### config.mk
export PLATFORM = sky130hd
export DESIGN_NAME = pwm_reload_timer
export DESIGN_NICKNAME = d
export VERILOG_FILES = /design/src/rtl/pwm_timer_pkg.sv /design/src/rtl/pwm_prescaler.sv /design/src/rtl/pwm_reload_counter.sv /design/src/rtl/pwm_channel.sv /design/src/rtl/pwm_reload_timer.sv
export SDC_FILE = /design/constraint.sdc
export NUM_CORES = 1
export LEC_CHECK = 0
export BUFFER_PORTS_ARGS = -buffer_cell sky130_fd_sc_hd__buf_2
export CAP_MARGIN = 10
export CORE_ASPECT_RATIO = 1.25
export CORE_MARGIN = 8
export CORE_UTILIZATION = 55
export DETAILED_ROUTE_END_ITERATION = 10
export GPL_TIMING_DRIVEN = 1
export PLACE_DENSITY = 0.73
export SYNTH_ARGS = -nofsm -noshare
export SYNTH_HDL_FRONTEND = slang
export SYNTH_SLANG_ARGS = --single-unit
### constraint.sdc
create_clock -name clk_i -period 5.5 [get_ports clk_i]
set_input_delay 0.55 -clock clk_i [delete_from_list [all_inputs] [get_ports clk_i]]
set_output_delay 0.55 -clock clk_i [all_outputs]
set_load 0.05 [all_outputs]
### src/rtl/pwm_timer_pkg.sv
`timescale 1ns/1ps
package pwm_timer_pkg;
  // register addresses
  localparam int unsigned REG_CTRL   = 0;
  localparam int unsigned REG_RELOAD = 1;
  localparam int unsigned REG_COUNT  = 2;
  localparam int unsigned REG_OUTCTL = 3;
  localparam int unsigned REG_DUTY0  = 4;

  // control register bit positions
  localparam int unsigned CTRL_TAP_LSB = 0;
  localparam int unsigned CTRL_RUN     = 3;
  localparam int unsigned CTRL_EXT     = 4;
  localparam int unsigned CTRL_FORCE   = 5;
  localparam int unsigned CTRL_IE      = 6;
  localparam int unsigned CTRL_FLAG    = 7;

  localparam int unsigned TAP_W = 3;

  typedef struct packed {
    logic             irq_en;
    logic             ext_sel;
    logic             run;
    logic [TAP_W-1:0] tap;
  } ctrl_t;

  // low-bit mask that must be all ones in the prescaler for a tap to fire
  function automatic int unsigned tap_span(input int unsigned tap);
    return (32'd1 << tap) - 32'd1;
  endfunction

  // value the counter steps to on a plain increment
  function automatic int unsigned bump(input int unsigned value, input int unsigned width);
    return (value + 32'd1) & ((32'd1 << width) - 32'd1);
  endfunction
endpackage

### src/rtl/pwm_prescaler.sv
`timescale 1ns/1ps
module pwm_prescaler
  import pwm_timer_pkg::*;
#(
  parameter int unsigned PRE_W = 7
) (
  input  logic             clk_i,
  input  logic             rst_ni,
  input  logic             run_i,
  input  logic             ext_sel_i,
  input  logic             ext_tick_i,
  input  logic [TAP_W-1:0] tap_i,
  output logic             tick_o
);
  logic [PRE_W-1:0] pre_q;
  logic [PRE_W-1:0] span;
  logic             src_tick;
  logic             adv;

  assign span     = PRE_W'(tap_span(32'(tap_i)));
  assign src_tick = ext_sel_i ? ext_tick_i : 1'b1;
  assign adv      = run_i & src_tick;

  always_ff @(posedge clk_i or negedge rst_ni) begin
    if (!rst_ni)  pre_q <= '0;
    else if (adv) pre_q <= pre_q + 1'b1;
  end

  assign tick_o = adv & ((pre_q & span) == span);

  // a gated-off external source freezes the divider
  assert_ext_gate_R4: assert property (@(posedge clk_i) disable iff (!rst_ni)
    (ext_sel_i && !ext_tick_i) |=> $stable(pre_q));

  // a stopped timer never produces a tick and holds its divider
  assert_stop_hold_R3: assert property (@(posedge clk_i) disable iff (!rst_ni)
    !run_i |=> $stable(pre_q));
endmodule

### src/rtl/pwm_reload_counter.sv
`timescale 1ns/1ps
module pwm_reload_counter
  import pwm_timer_pkg::*;
#(
  parameter int unsigned CNT_W = 8
) (
  input  logic             clk_i,
  input  logic             rst_ni,
  input  logic             tick_i,
  input  logic             load_i,
  input  logic [CNT_W-1:0] load_val_i,
  input  logic             force_i,
  input  logic [CNT_W-1:0] reload_i,
  output logic [CNT_W-1:0] count_o,
  output logic             wrap_o,
  output logic             step_o,
  output logic [CNT_W-1:0] step_val_o
);
  localparam logic [CNT_W-1:0] TOP = '1;

  logic [CNT_W-1:0] count_q;
  logic             override;
  logic             at_top;

  assign override   = load_i | force_i;
  assign at_top     = (count_q == TOP);
  assign wrap_o     = tick_i & at_top & ~override;
  assign step_o     = tick_i & ~at_top & ~override;
  assign step_val_o = CNT_W'(bump(32'(count_q), CNT_W));

  always_ff @(posedge clk_i or negedge rst_ni) begin
    if (!rst_ni)      count_q <= '0;
    else if (load_i)  count_q <= load_val_i;
    else if (force_i) count_q <= reload_i;
    else if (wrap_o)  count_q <= reload_i;
    else if (step_o)  count_q <= step_val_o;
  end

  assign count_o = count_q;

  // a wrap restarts the count from the reload value
  assert_wrap_reload_R1: assert property (@(posedge clk_i) disable iff (!rst_ni)
    wrap_o |=> count_q == $past(reload_i));

  // a software write lands in the counter on the next edge
  assert_sw_load_R10: assert property (@(posedge clk_i) disable iff (!rst_ni)
    load_i |=> count_q == $past(load_val_i));

  // forced reload copies the reload value without a wrap
  assert_force_R10: assert property (@(posedge clk_i) disable iff (!rst_ni)
    (force_i && !load_i) |=> count_q == $past(reload_i));
endmodule

### src/rtl/pwm_channel.sv
`timescale 1ns/1ps
module pwm_channel #(
  parameter int unsigned CNT_W = 8
) (
  input  logic             clk_i,
  input  logic             rst_ni,
  input  logic             wrap_i,
  input  logic             step_i,
  input  logic [CNT_W-1:0] step_val_i,
  input  logic [CNT_W-1:0] count_i,
  input  logic [CNT_W-1:0] reload_i,
  input  logic [CNT_W-1:0] duty_i,
  input  logic             enable_i,
  input  logic             polarity_i,
  output logic             pwm_o
);
  logic [CNT_W-1:0] cmp_q;
  logic             act_q;
  logic             match;

  assign match = step_i & (step_val_i == cmp_q);

  always_ff @(posedge clk_i or negedge rst_ni) begin
    if (!rst_ni)     cmp_q <= '0;
    else if (wrap_i) cmp_q <= duty_i;
  end

  always_ff @(posedge clk_i or negedge rst_ni) begin
    if (!rst_ni)        act_q <= 1'b0;
    else if (!enable_i) act_q <= 1'b0;
    else if (wrap_i)    act_q <= 1'b1;
    else if (match)     act_q <= 1'b0;
  end

  assign pwm_o = (enable_i & act_q) ? polarity_i : ~polarity_i;

  // the shadow compare takes the duty value present at the wrap
  assert_shadow_load_R5: assert property (@(posedge clk_i) disable iff (!rst_ni)
    wrap_i |=> cmp_q == $past(duty_i));

  // reaching the compare value returns the pin to idle
  assert_match_idle_R6: assert property (@(posedge clk_i) disable iff (!rst_ni)
    (enable_i && match) |=> pwm_o == $past(~polarity_i));

  // a compare value at or below the reload value is never reached
  assert_low_cmp_hold_R7: assert property (@(posedge clk_i) disable iff (!rst_ni)
    (enable_i && act_q && cmp_q <= reload_i && count_i >= reload_i) |=> act_q);
endmodule

### src/rtl/pwm_reload_timer.sv
`timescale 1ns/1ps
module pwm_reload_timer
  import pwm_timer_pkg::*;
#(
  parameter int unsigned CNT_W  = 8,
  parameter int unsigned PRE_W  = 7,
  parameter int unsigned NCH    = 4,
  parameter int unsigned ADDR_W = 3
) (
  input  logic              clk_i,
  input  logic              rst_ni,
  input  logic              ext_tick_i,
  input  logic              wr_en_i,
  input  logic [ADDR_W-1:0] addr_i,
  input  logic [CNT_W-1:0]  wdata_i,
  output logic [CNT_W-1:0]  rdata_o,
  output logic [NCH-1:0]    pwm_o,
  output logic              irq_o
);
  // polarity bits sit in the upper half of the output control register
  localparam int unsigned POL_LSB = CNT_W / 2;

  ctrl_t                      ctrl_q;
  logic [CNT_W-1:0]           reload_q;
  logic [NCH-1:0]             oe_q;
  logic [NCH-1:0]             pol_q;
  logic [NCH-1:0][CNT_W-1:0]  duty_q;
  logic                       flag_q;

  logic                       wr_ctrl, wr_reload, wr_count, wr_outctl;
  logic                       force_load;
  logic                       tick;
  logic                       wrap, step;
  logic [CNT_W-1:0]           count, step_val;

  assign wr_ctrl    = wr_en_i && (addr_i == ADDR_W'(REG_CTRL));
  assign wr_reload  = wr_en_i && (addr_i == ADDR_W'(REG_RELOAD));
  assign wr_count   = wr_en_i && (addr_i == ADDR_W'(REG_COUNT));
  assign wr_outctl  = wr_en_i && (addr_i == ADDR_W'(REG_OUTCTL));
  assign force_load = wr_ctrl && wdata_i[CTRL_FORCE];

  always_ff @(posedge clk_i or negedge rst_ni) begin
    if (!rst_ni) begin
      ctrl_q <= '0;
    end else if (wr_ctrl) begin
      ctrl_q.irq_en  <= wdata_i[CTRL_IE];
      ctrl_q.ext_sel <= wdata_i[CTRL_EXT];
      ctrl_q.run     <= wdata_i[CTRL_RUN];
      ctrl_q.tap     <= wdata_i[CTRL_TAP_LSB +: TAP_W];
    end
  end

  always_ff @(posedge clk_i or negedge rst_ni) begin
    if (!rst_ni)        reload_q <= '0;
    else if (wr_reload) reload_q <= wdata_i;
  end

  always_ff @(posedge clk_i or negedge rst_ni) begin
    if (!rst_ni) begin
      oe_q  <= '0;
      pol_q <= '0;
    end else if (wr_outctl) begin
      oe_q  <= wdata_i[NCH-1:0];
      pol_q <= wdata_i[POL_LSB +: NCH];
    end
  end

  // wrap sets the flag; a control write with the flag bit at 0 clears it
  always_ff @(posedge clk_i or negedge rst_ni) begin
    if (!rst_ni)                               flag_q <= 1'b0;
    else if (wrap)                             flag_q <= 1'b1;
    else if (wr_ctrl && !wdata_i[CTRL_FLAG])   flag_q <= 1'b0;
  end

  assign irq_o = flag_q & ctrl_q.irq_en;

  pwm_prescaler #(.PRE_W(PRE_W)) u_prescaler (
    .clk_i      (clk_i),
    .rst_ni     (rst_ni),
    .run_i      (ctrl_q.run),
    .ext_sel_i  (ctrl_q.ext_sel),
    .ext_tick_i (ext_tick_i),
    .tap_i      (ctrl_q.tap),
    .tick_o     (tick)
  );

  pwm_reload_counter #(.CNT_W(CNT_W)) u_counter (
    .clk_i      (clk_i),
    .rst_ni     (rst_ni),
    .tick_i     (tick),
    .load_i     (wr_count),
    .load_val_i (wdata_i),
    .force_i    (force_load),
    .reload_i   (reload_q),
    .count_o    (count),
    .wrap_o     (wrap),
    .step_o     (step),
    .step_val_o (step_val)
  );

  for (genvar k = 0; k < NCH; k++) begin : g_ch
    logic wr_duty;
    assign wr_duty = wr_en_i && (addr_i == ADDR_W'(REG_DUTY0 + k));

    always_ff @(posedge clk_i or negedge rst_ni) begin
      if (!rst_ni)      duty_q[k] <= '0;
      else if (wr_duty) duty_q[k] <= wdata_i;
    end

    pwm_channel #(.CNT_W(CNT_W)) u_channel (
      .clk_i      (clk_i),
      .rst_ni     (rst_ni),
      .wrap_i     (wrap),
      .step_i     (step),
      .step_val_i (step_val),
      .count_i    (count),
      .reload_i   (reload_q),
      .duty_i     (duty_q[k]),
      .enable_i   (oe_q[k]),
      .polarity_i (pol_q[k]),
      .pwm_o      (pwm_o[k])
    );
  end

  always_comb begin
    rdata_o = '0;
    if (addr_i == ADDR_W'(REG_CTRL)) begin
      rdata_o[CTRL_FLAG]              = flag_q;
      rdata_o[CTRL_IE]                = ctrl_q.irq_en;
      rdata_o[CTRL_EXT]               = ctrl_q.ext_sel;
      rdata_o[CTRL_RUN]               = ctrl_q.run;
      rdata_o[CTRL_TAP_LSB +: TAP_W]  = ctrl_q.tap;
    end else if (addr_i == ADDR_W'(REG_RELOAD)) begin
      rdata_o = reload_q;
    end else if (addr_i == ADDR_W'(REG_COUNT)) begin
      rdata_o = count;
    end else if (addr_i == ADDR_W'(REG_OUTCTL)) begin
      rdata_o[NCH-1:0]         = oe_q;
      rdata_o[POL_LSB +: NCH]  = pol_q;
    end
    for (int k = 0; k < NCH; k++) begin
      if (addr_i == ADDR_W'(REG_DUTY0 + k)) rdata_o = duty_q[k];
    end
  end

  // every wrap leaves the flag set
  assert_flag_on_wrap_R9: assert property (@(posedge clk_i) disable iff (!rst_ni)
    wrap |=> flag_q);

  // with run low and no software access the counter holds
  assert_frozen_count_R3: assert property (@(posedge clk_i) disable iff (!rst_ni)
    (!ctrl_q.run && !wr_count && !force_load) |=> $stable(count));

  // forced reload is not a wrap, so the compare shadows stay put
  assert_force_no_wrap_R10: assert property (@(posedge clk_i) disable iff (!rst_ni)
    force_load |-> !wrap);
endmodule

=== After elaboration in Yosys (flattened, before gate mapping) ===
Index checks and enable logic that the tools add are counted.

* Output and inout bits: 13
* Logic and storage cells: 113
* Input bits: 15
* Register bits after elaboration: 106

* Shift operators: 1
* Bitwise logic cells: 23
* $add $sub $neg: 3
* Multiplexer cells: 33
* Reductions and logical operators: 14
* Equal/unequal tests: 17

{| class="wikitable"
|+ Operators with widths
! operator !! count
|-
| 2-to-1 mux 8 bit || 11
|-
| equality test 8 bit || 4
|-
| 2-to-1 mux 1 bit || 20
|-
| bitwise AND 1 bit || 15
|-
| equality test 3 bit (second input constant) || 4
|-
| inequality test 3 x 1 -> 1 bit (second input constant) || 4
|-
| logical AND 1 bit || 10
|-
| adder 8 x 1 -> 8 bit (second input constant) || 1
|-
| equality test 8 bit (second input constant) || 1
|-
| adder 7 x 1 -> 7 bit (second input constant) || 1
|-
| bitwise AND 7 bit || 1
|-
| equality test 7 bit || 1
|-
| left shift 1 x 3 -> 7 bit (first input constant) || 1
|-
| subtractor 7 x 1 -> 7 bit (second input constant) || 1
|-
| equality test 3 x 2 -> 1 bit (second input constant) || 2
|-
| inverter 1 bit || 6
|-
| 2-to-1 mux 5 bit || 1
|-
| nonzero test 4 bit || 1
|-
| equality test 3 x 1 -> 1 bit (second input constant) || 1
|-
| zero test 3 bit || 1
|-
| 2-to-1 mux 2 bit || 1
|-
| nonzero test 2 bit || 1
|-
| zero test 1 bit || 1
|-
| OR 1 bit || 1
|}

=== Logic depth before layout (Yosys ltp) ===
Gate-level depths: netlist of the first run.

* Depth in word-level cells: 11
* Mapped depth: 8
* Mapped depth without buffers: 7

=== By module ===
From an unflattened synthesis of the first run, not the netlist that was laid out.

* Cell total of the unflattened synthesis: 463
* Area, all modules: 5610.4 µm²

{| class="wikitable"
|+ By module, submodules not included
! module !! instances !! area an instance (µm²) !! sequential area each (µm²) !! cells an instance
|-
| pwm_reload_timer || 1 || 2842.7 || 1376.3 || 225
|-
| pwm_channel || 4 || 432.9 || 225.2 || 33
|-
| pwm_reload_counter || 1 || 670.6 || 200.2 || 72
|-
| pwm_prescaler || 1 || 365.4 || 175.2 || 34
|}

=== Worst setup path before layout of the first run ===
No wires, ideal clock.

* Path type: in2out
* From: in addr_i[0]
* To: out rdata_o[5]
* Path slack: 2429 ps
* Data arrival time: 2521 ps
* Cell stages on the path: 6
* Path buffers: 3
* Path through: buf_4 -> buf_4 -> buf_4 -> o22a_1 -> nor2_1 -> a311oi_1

* Cells in the longest elaborated chain, start to end: 9

{| class="wikitable"
|+ RTL lines
! element !! RTL line !! text
|-
| start: declaration || pwm_reload_timer.sv:14 || <nowiki>input logic [ADDR_W-1:0] addr_i,</nowiki>
|-
| equality test 3 x 2 -> 1 bit || pwm_reload_timer.sv:137 || <nowiki>end else if (addr_i == ADDR_W'(REG_OUTCTL)) begin</nowiki>
|-
| 2-to-1 mux 8 bit || pwm_reload_timer.sv:137 ||
|-
| 2-to-1 mux 8 bit || pwm_reload_timer.sv:135 || <nowiki>end else if (addr_i == ADDR_W'(REG_COUNT)) begin</nowiki>
|-
| 2-to-1 mux 8 bit || pwm_reload_timer.sv:133 || <nowiki>end else if (addr_i == ADDR_W'(REG_RELOAD)) begin</nowiki>
|-
| 2-to-1 mux 1 bit || pwm_reload_timer.sv:127 || <nowiki>if (addr_i == ADDR_W'(REG_CTRL)) begin</nowiki>
|-
| 2-to-1 mux 8 bit (3 in a row) || pwm_reload_timer.sv:142 || <nowiki>if (addr_i == ADDR_W'(REG_DUTY0 + k)) rdata_o = duty_q[k];</nowiki>
|-
| 2-to-1 mux 8 bit * || pwm_reload_timer.sv:142 ||
|-
| end: declaration || pwm_reload_timer.sv:16 || <nowiki>output logic [CNT_W-1:0] rdata_o,</nowiki>
|}

Every way passes the cells marked *; elsewhere a longest branch is shown, timed or not.

=== Worst setup path in the final report of the first run ===
* From: reg u_counter.count_q[0] (netlist: u_counter.count_o[0])
* To: reg g_ch[3].u_channel.cmp_q[1]

* Cells in the longest elaborated chain, start to end: 3

{| class="wikitable"
|+ RTL lines
! element !! RTL line !! text
|-
| start: declaration || pwm_reload_counter.sv:21 || <nowiki>logic [CNT_W-1:0] count_q;</nowiki>
|-
| start signal: assignment || pwm_reload_counter.sv:33 || <nowiki>else if (load_i) count_q <= load_val_i;</nowiki>
|-
| start signal: assignment || pwm_reload_counter.sv:34 || <nowiki>else if (force_i) count_q <= reload_i;</nowiki>
|-
| start signal: assignment || pwm_reload_counter.sv:35 || <nowiki>else if (wrap_o) count_q <= reload_i;</nowiki>
|-
| equality test 8 bit || pwm_reload_counter.sv:26 || <nowiki>assign at_top = (count_q == TOP);</nowiki>
|-
| bitwise AND 1 bit (2 in a row) || pwm_reload_counter.sv:27 || <nowiki>assign wrap_o = tick_i & at_top & ~override;</nowiki>
|-
| end signal: assignment || pwm_channel.sv:25 || <nowiki>else if (wrap_i) cmp_q <= duty_i;</nowiki>
|-
| end: declaration || pwm_channel.sv:17 || <nowiki>logic [CNT_W-1:0] cmp_q;</nowiki>
|}

No other way between the ends.
A chain may end at the register's enable or synchronous reset.

==> results of run 1 <==
-- critical path, delay by kind of cell, from the launching register on --
| family | cells | cell delay [ns] |
|---|---|---|
| buffers and inverters | 1 | 0.56 |
| flip-flops | 1 | 0.58 |
| adder cells (fa/ha/maj) | 1 | 0.34 |
| AND/OR/NAND/NOR | 4 | 1.35 |
| multiplexers | 1 | 0.35 |
-- cells in the final DEF, fill, tap and decap left out, drive strengths merged, types with 2 or more instances in the layout --
cell type	instances
and4	2
clkbuf	10
and3	4
a311oi	3
o22ai	2
a21o	4
mux2i	2
ha	2
nand4	4
nor3b	2
xor2	14
clkinv	2
nor2b	3
and2	5
a21oi	11
xnor3	2
o21ai	23
o211ai	4
dfrtp	106
nor4	2
inv	8
nand3	8
mux2	92
a221o	4
clkinvlp	2
xnor2	24
a221oi	2
nor3	7
nand2b	7
nand2	33
nand4b	3
mux4	12
buf	30
a41oi	2
a31oi	8
o21a	2
nor2	11
o2111ai	4
-- power by group --
part,internal [mW],switching (mW),total (mW)
Sequential,0.908,0.171,1.08
Combinational,0.329,0.415,0.744
Clock,0.355,0.287,0.641
-- worst paths after layout --
kind | slack [ns] | startpoint | to | depth (start not counted)
setup / recovery | 2.18 | u_counter.count_o[0] | g_ch[3].u_channel.cmp_q[1] | 7
hold reg to reg | 0.49 | u_prescaler.pre_q[6] | u_prescaler.pre_q[6] | 1
setup reg to reg | 2.18 | u_counter.count_o[0] | g_ch[3].u_channel.cmp_q[1] | 7
min in group clk_i | 0.49 | u_prescaler.pre_q[6] | u_prescaler.pre_q[6] | 1
max in group asynchronous | 4.11 | rst_ni | u_prescaler.pre_q[4] | 2
hold / removal | 0.19 | rst_ni | duty_q[21] | 1
-- cell usage after synthesis, types with 5 or more instances --
cell type	n	share of area (%)
dfrtp_1	106	46
mux2_2	62	12
nand2_1	33	2.1
mux2_4	30	7.7
xnor2_1	23	3.5
o21ai_0	20	1.7
xor2_1	14	2.1
mux4_2	12	4.6
a21oi_1	11	0.94
nor2_1	11	0.71
buf_4	10	1.3
a31oi_1	8	0.86
clkbuf_1	8	0.52
inv_1	7	0.45
nand3_1	7	0.60
nand2b_1	6	0.64
and2_1	5	0.54
buf_6	5	0.97
nor3_1	5	0.43
-- state kept, by name, summed over array words and instances, names as in the netlist --
register              count
reload_q                  8
g_ch.u_channel.act_q      4
duty_q                   32
g_ch.u_channel.cmp_q     32
pol_q                     4
flag_q                    1
u_prescaler.pre_q         7
ctrl_q                    6
u_counter.count_o         8
oe_q                      4
-- layout make-up --
type / instances / area [um2] / share of cell area (%)
Clock inverter: 6 / 66.31 / 1.058
Inverter: 7 / 26.28 / 0.4192
Tap cell: 132 / 165.2 / 2.635
Sequential cell: 106 / 2653 / 42.32
Timing Repair Buffer: 30 / 160.2 / 2.555
Multi-Input combinational cell: 324 / 2968 / 47.35
Clock buffer: 10 / 229.0 / 3.653
-- cells by family (layout without fill, tap and decap cells) --
logic type	count (synthesis)	in the layout
muxes	106	106
DFF	106	106
and+or+nand+nor	95	95
AOI/OAI and AO/OA	81	81
xor gates and xnor gates	40	40
buffers and inverters	35	53
adders and majority gates	2	2
-- metrics by stage --
stage / utilization, % / cell area (um2)
after CTS: 59.93 / 6267
after floorplan: - / 5826
after global placement: 57.11 / 5972
final: 59.93 / 6267
after detailed placement: 57.11 / 5972
after global routing: 59.93 / 6267
-- routing by layer --
| metal | up-vias | global-route usage, % |
|---|---|---|
| li1 | 1737 | - |
| met1 | 1965 | 27.12 |
| met2 | 139 | 35.86 |
| met3 | 28 | 3.718 |
| met4 | 0 | 8.920 |
| met5 | - | 0 |
==> metrics, run 1 <==
post-synthesis simple-gate area fraction=roughly 9.2%; Post-DRT Antenna Nets=0; nets@finish=a little under 500; Initial Util=55.71%; Synth Area per Inst=between 10 and 15 um2; total of max-cap violations=0; Fmax=301.6 MHz; Setup-failing EPs final=0; CTS Hold Bufs=0; highest routing layer actually used=met4; Post-synth EDFFs=0; Synth Net Count=between 400 and 500; mapped cell area=roughly 6000 um2; XOR/XNOR share of the synthesized area=under 10%; predominant post-synthesis flop cell=dfrtp_1; CTS sink cnt=about 110; Clock Skew=between 0.005 and 0.006 ns; Synth Area in Adders=0.4296%; TNS Setup=0 ns; Non-Filler Instances=~600; worst hold slack=between 0.15 and 0.2 ns; 1st-pass router iterations=5; run status=finished, final reports clean; Crit-path slowest cell=nor3_4; latest clock arrival within the worst-skew pair=around 0.34 ns; first-pass GRT wire length=roughly 23000 um; via/cell ratio=between 6 and 7; Post-CTS Setup Bufs=0; num ports=28; measured slew at the worst slew-check pin=between 1 and 1.5 ns; Met2 Wirelength=about 7200 um; register area share after synthesis=between 40% and 50%; multiplexer share of the synthesized area=24.70%; die width=between 100 and 150 um; die height=between 100 and 150 um; largest net degree at the start of global routing=65; Inst Count DP=599; Final Hold Viols=0; power consumption=2.465 mW; Clock Tree Root=clkbuf_16; vias=around 3900; Tcrit/Tclk final=60.29%; Placer Congestion=between 0.9 and 1; #FFs+latches synth=~110; CTS tree=done; CP Data Arrival Time=approximately 3.6 ns; grt total ovfl=0; clk slew on worst S/H paths=about 0.07 ns; P_leak=2.670 nW; pre-CTS setup slack=2.196 ns; Synth Instances=between 400 and 500; largest family of logic cells by synthesized area=multiplexers; Max-slew headroom=between 20% and 30%; met1 WL=6042 um; post-synthesis cell type count=66; min-delay worst type=input pin to async pin; Iter 0 DRT Violations=~320; Tot GR Track Use=21.54%; CP endpoint kind=register; kind of critical path=register to register; vias in the first global route=4072; core box area=10460 um2; Area Overhead vs Synth=7.582%; Slew Viols, Final=0; die area=between 10000 and 15000 um2; Site Rows=between 40 and 50; post-synthesis compound-gate area fraction=9.686%; antenna violations before repair=0; CP Cell Sequence=ha_1, and3_1, nand3_4, nand2b_4, nor3_4, buf_4, mux2_4; pwr/cell area=around 390 nW/um2; PortBufs=27; drt drc=0; Ys Warns=0; slowest stage delay, CP=about 0.66 ns; share of layout cells above drive strength 1=between 30% and 40%; final WL=approximately 14000 um; metal3 WL=650 um; clock tree buffer depth=2; crit path time final=approximately 3.3 ns; CTS buffer count=9; H-tree depth=3; RSZ-0062 raised after global routing=false; Fillers=812; maximum VDD drop=between 0.00015 and 0.0002 V; CP Launch Type=register; DR WL/cell=~23 um; Resized cells post-CTS=0; Detail Placement HPWL=around 10000 um; WP data required=around 5.7 ns; Antenna Cells=0; Max FO, Critical Path=30; Async SR Flop Fraction=100.0%; setup ws final=2.184 ns
(Power assumes the default switching activity.)
==> run 2, diff against run 1 <==
Settings changed: PLACE_DENSITY 0.73 to 0.75.
Clock period 5.5 ns to 3.05 ns, I/O delays scaled along.
==> run 2 against run 1 <==
Clock power up 120%. Largest cell class unchanged. Critical endpoint is now g_ch[1].u_channel.cmp_q[5]. Sequential share of layout area shrank 0.85 points. Via count is 1.3% higher. Critical path type unchanged.
==> metrics, run 2 (same netlist as run 1, synthesis figures left out) <==
run status=finished, final reports clean; Clock Skew=0.005737 ns (+0.0005575 ns); Tcrit/Tclk final=84.30% (+24 points); Clk pwr share=29.7% (+3.7 points); kind of critical path=register to register; Initial Util=55.71% (unchanged); Iter 0 DRT Violations=266 (-16%); Non-Filler Instances=621 (+0.98%); Comb pwr share=28.4% (-1.8 points); Final Hold Viols=0 (unchanged); Fmax=388.9 MHz (+29%); TNS Setup=0 ns (unchanged); P_leak=2.737 nW (+2.5%); H-tree depth=3 (unchanged); Sw Ratio=33.34% (-2.1 points); total of max-cap violations=0 (unchanged); Max-slew headroom=48.64% (+24 points); Max FO, Critical Path=44 (+47%); Tot GR Track Use=21.36% (-0.18 points); core box area=10460 um2 (unchanged); grt total ovfl=0 (unchanged); Worst Path Buf+Inv=1 (unchanged); Sequential Power Share=41.9% (-1.9 points); cell-internal power=3.120 mW (+96%); Post-CTS Setup Bufs=0 (unchanged); clock tree buffer depth=2 (unchanged); Resized cells post-CTS=0 (unchanged); CP Cell Sequence=ha_1, and3_1, nand3_4, nand2b_4, nor3_4, buf_12, mux2_4; pwr/cell area=731.9 nW/um2 (+86%); drt drc=0 (unchanged); Net Switching=1.561 mW (+79%); num ports=28 (unchanged); PortBufs=27 (unchanged); pre-CTS setup slack=0.5396 ns (-1.657 ns); slowest stage delay, CP=0.59 ns (-0.07 ns); CP top delay family=simple AND/OR/NAND/NOR gates; CP Launch Type=register; Placer Congestion=0.9192 (-1.7%); most frequent cells in the layout=dfrtp_1 (106), mux2_2 (62), nand2_1 (33); WP data required=3.27 ns (-2.46 ns); Crit. Startpoint=u_counter.count_o[0]; Critical R2R Launch=u_counter.count_o[0]; CTS Hold Bufs=0 (unchanged); die width=108.1 um (unchanged); Setup-failing EPs final=0 (unchanged); Detail Placement HPWL=10190 um (+0.79%); Inst Count DP=605 (+1.0%); maximum VDD drop=0.0004810 V (+190%); die height=131.1 um (unchanged); crit path time final=2.571 ns (-0.7448 ns); measured slew at the worst slew-check pin=0.7703 ns (-0.3571 ns); latest clock arrival within the worst-skew pair=0.35 ns (about the same); nets@finish=501 (+1.2%); Crit-path slowest cell=dfrtp_1; share of layout cells above drive strength 1=34.56% (+1.0 points); via/cell ratio=6.314 (+0.36%); DR WL/cell=22.74 um (-1.9%); min-delay worst type=input pin to async pin; CP Data Arrival Time=2.80 ns (-0.75 ns); vias in the first global route=4057 (-0.37%); Slew Viols, Final=0 (unchanged); antenna violations before repair=0 (unchanged); first-pass GRT wire length=22740 um (-0.78%); CTS sink cnt=106 (unchanged); CTS buffer count=9 (unchanged); final WL=14120 um (-0.97%); Largest regs=duty_q: 32 flops, g_ch.u_channel.cmp_q: 32 flops; Site Rows=42 (unchanged); 1st-pass router iterations=5 (unchanged); CTS tree=done; vias=3921 (+1.3%); Clock Tree Root=clkbuf_16; die area=14160 um2 (unchanged); Area Overhead vs Synth=9.794%; most common cell after layout, fill and taps aside=dfrtp_1; Antenna Cells=0 (unchanged); Fillers=846 (+4.2%); largest net degree at the start of global routing=59 (-9.2%); setup ws final=0.4789 ns (-1.705 ns); clk slew on worst S/H paths=0.07 ns (about the same); Post-DRT Antenna Nets=0 (unchanged); RSZ-0062 raised after global routing=false; CP endpoint kind=register
run 2: final cells by class:
cell class                 instances  area, um2  share of cell area (%)
clock buffer                       9      225.2                   3.521
clock inverter                     7      141.4                   2.210
inverter                           7      26.28                  0.4108
multi-input combinational        324       2968                   46.40
sequential                       106       2653                   41.47
tap                              132      165.2                   2.582
timing repair buffer              36      217.7                   3.404
run 2: path summary, 6_finish.rpt:
kind	depth (start not counted)	end	slack [ns]
max in group asynchronous	2	reload_q[0]	2.21
setup / recovery	7	g_ch[1].u_channel.cmp_q[5]	0.48
hold reg to reg	1	u_prescaler.pre_q[6]	0.48
setup reg to reg	7	g_ch[1].u_channel.cmp_q[5]	0.48
min in group clk_i	3	u_counter.count_o[6]	0.31
hold / removal	1	g_ch[3].u_channel.cmp_q[5]	0.02
run 2: power groups by stage:
| stage | Clock (mW) | Sequential [mW] | Combinational (mW) |
|---|---|---|---|
| 5_1_grt | 1.46 | 2.00 | 1.43 |
| 2_1_floorplan | 0 | 1.82 | 1.11 |
| 6_report | 1.39 | 1.96 | 1.33 |
| 3_5_place_dp | 0 | 1.98 | 1.32 |
| 4_1_cts | 1.42 | 1.95 | 1.33 |
| 3_3_place_gp | 0 | 1.97 | 1.29 |
run 2: through the flow:
stage          area [um2]  hold slack [ns]  util (%)  total power [mW]
5_1_grt              6396          0.07159     61.16             4.891
4_1_cts              6396          0.04385     61.16             4.701
6_report             6396          0.01876     61.16             4.681
3_5_place_dp         6030           0.4104     57.66             3.295
2_1_floorplan        5826         0.009409         -             2.929
3_3_place_gp         6030           0.4012     57.66             3.258
run 2: metal layers:
metal  vias to the layer above  GRT usage, %  share of wire [%]
li1                       1751             -                  -
met1                      2023         26.04                 41
met2                       118         36.58                 51
met3                        29         3.474                4.2
met4                         0         9.083                3.2
met5                         -             0                  0
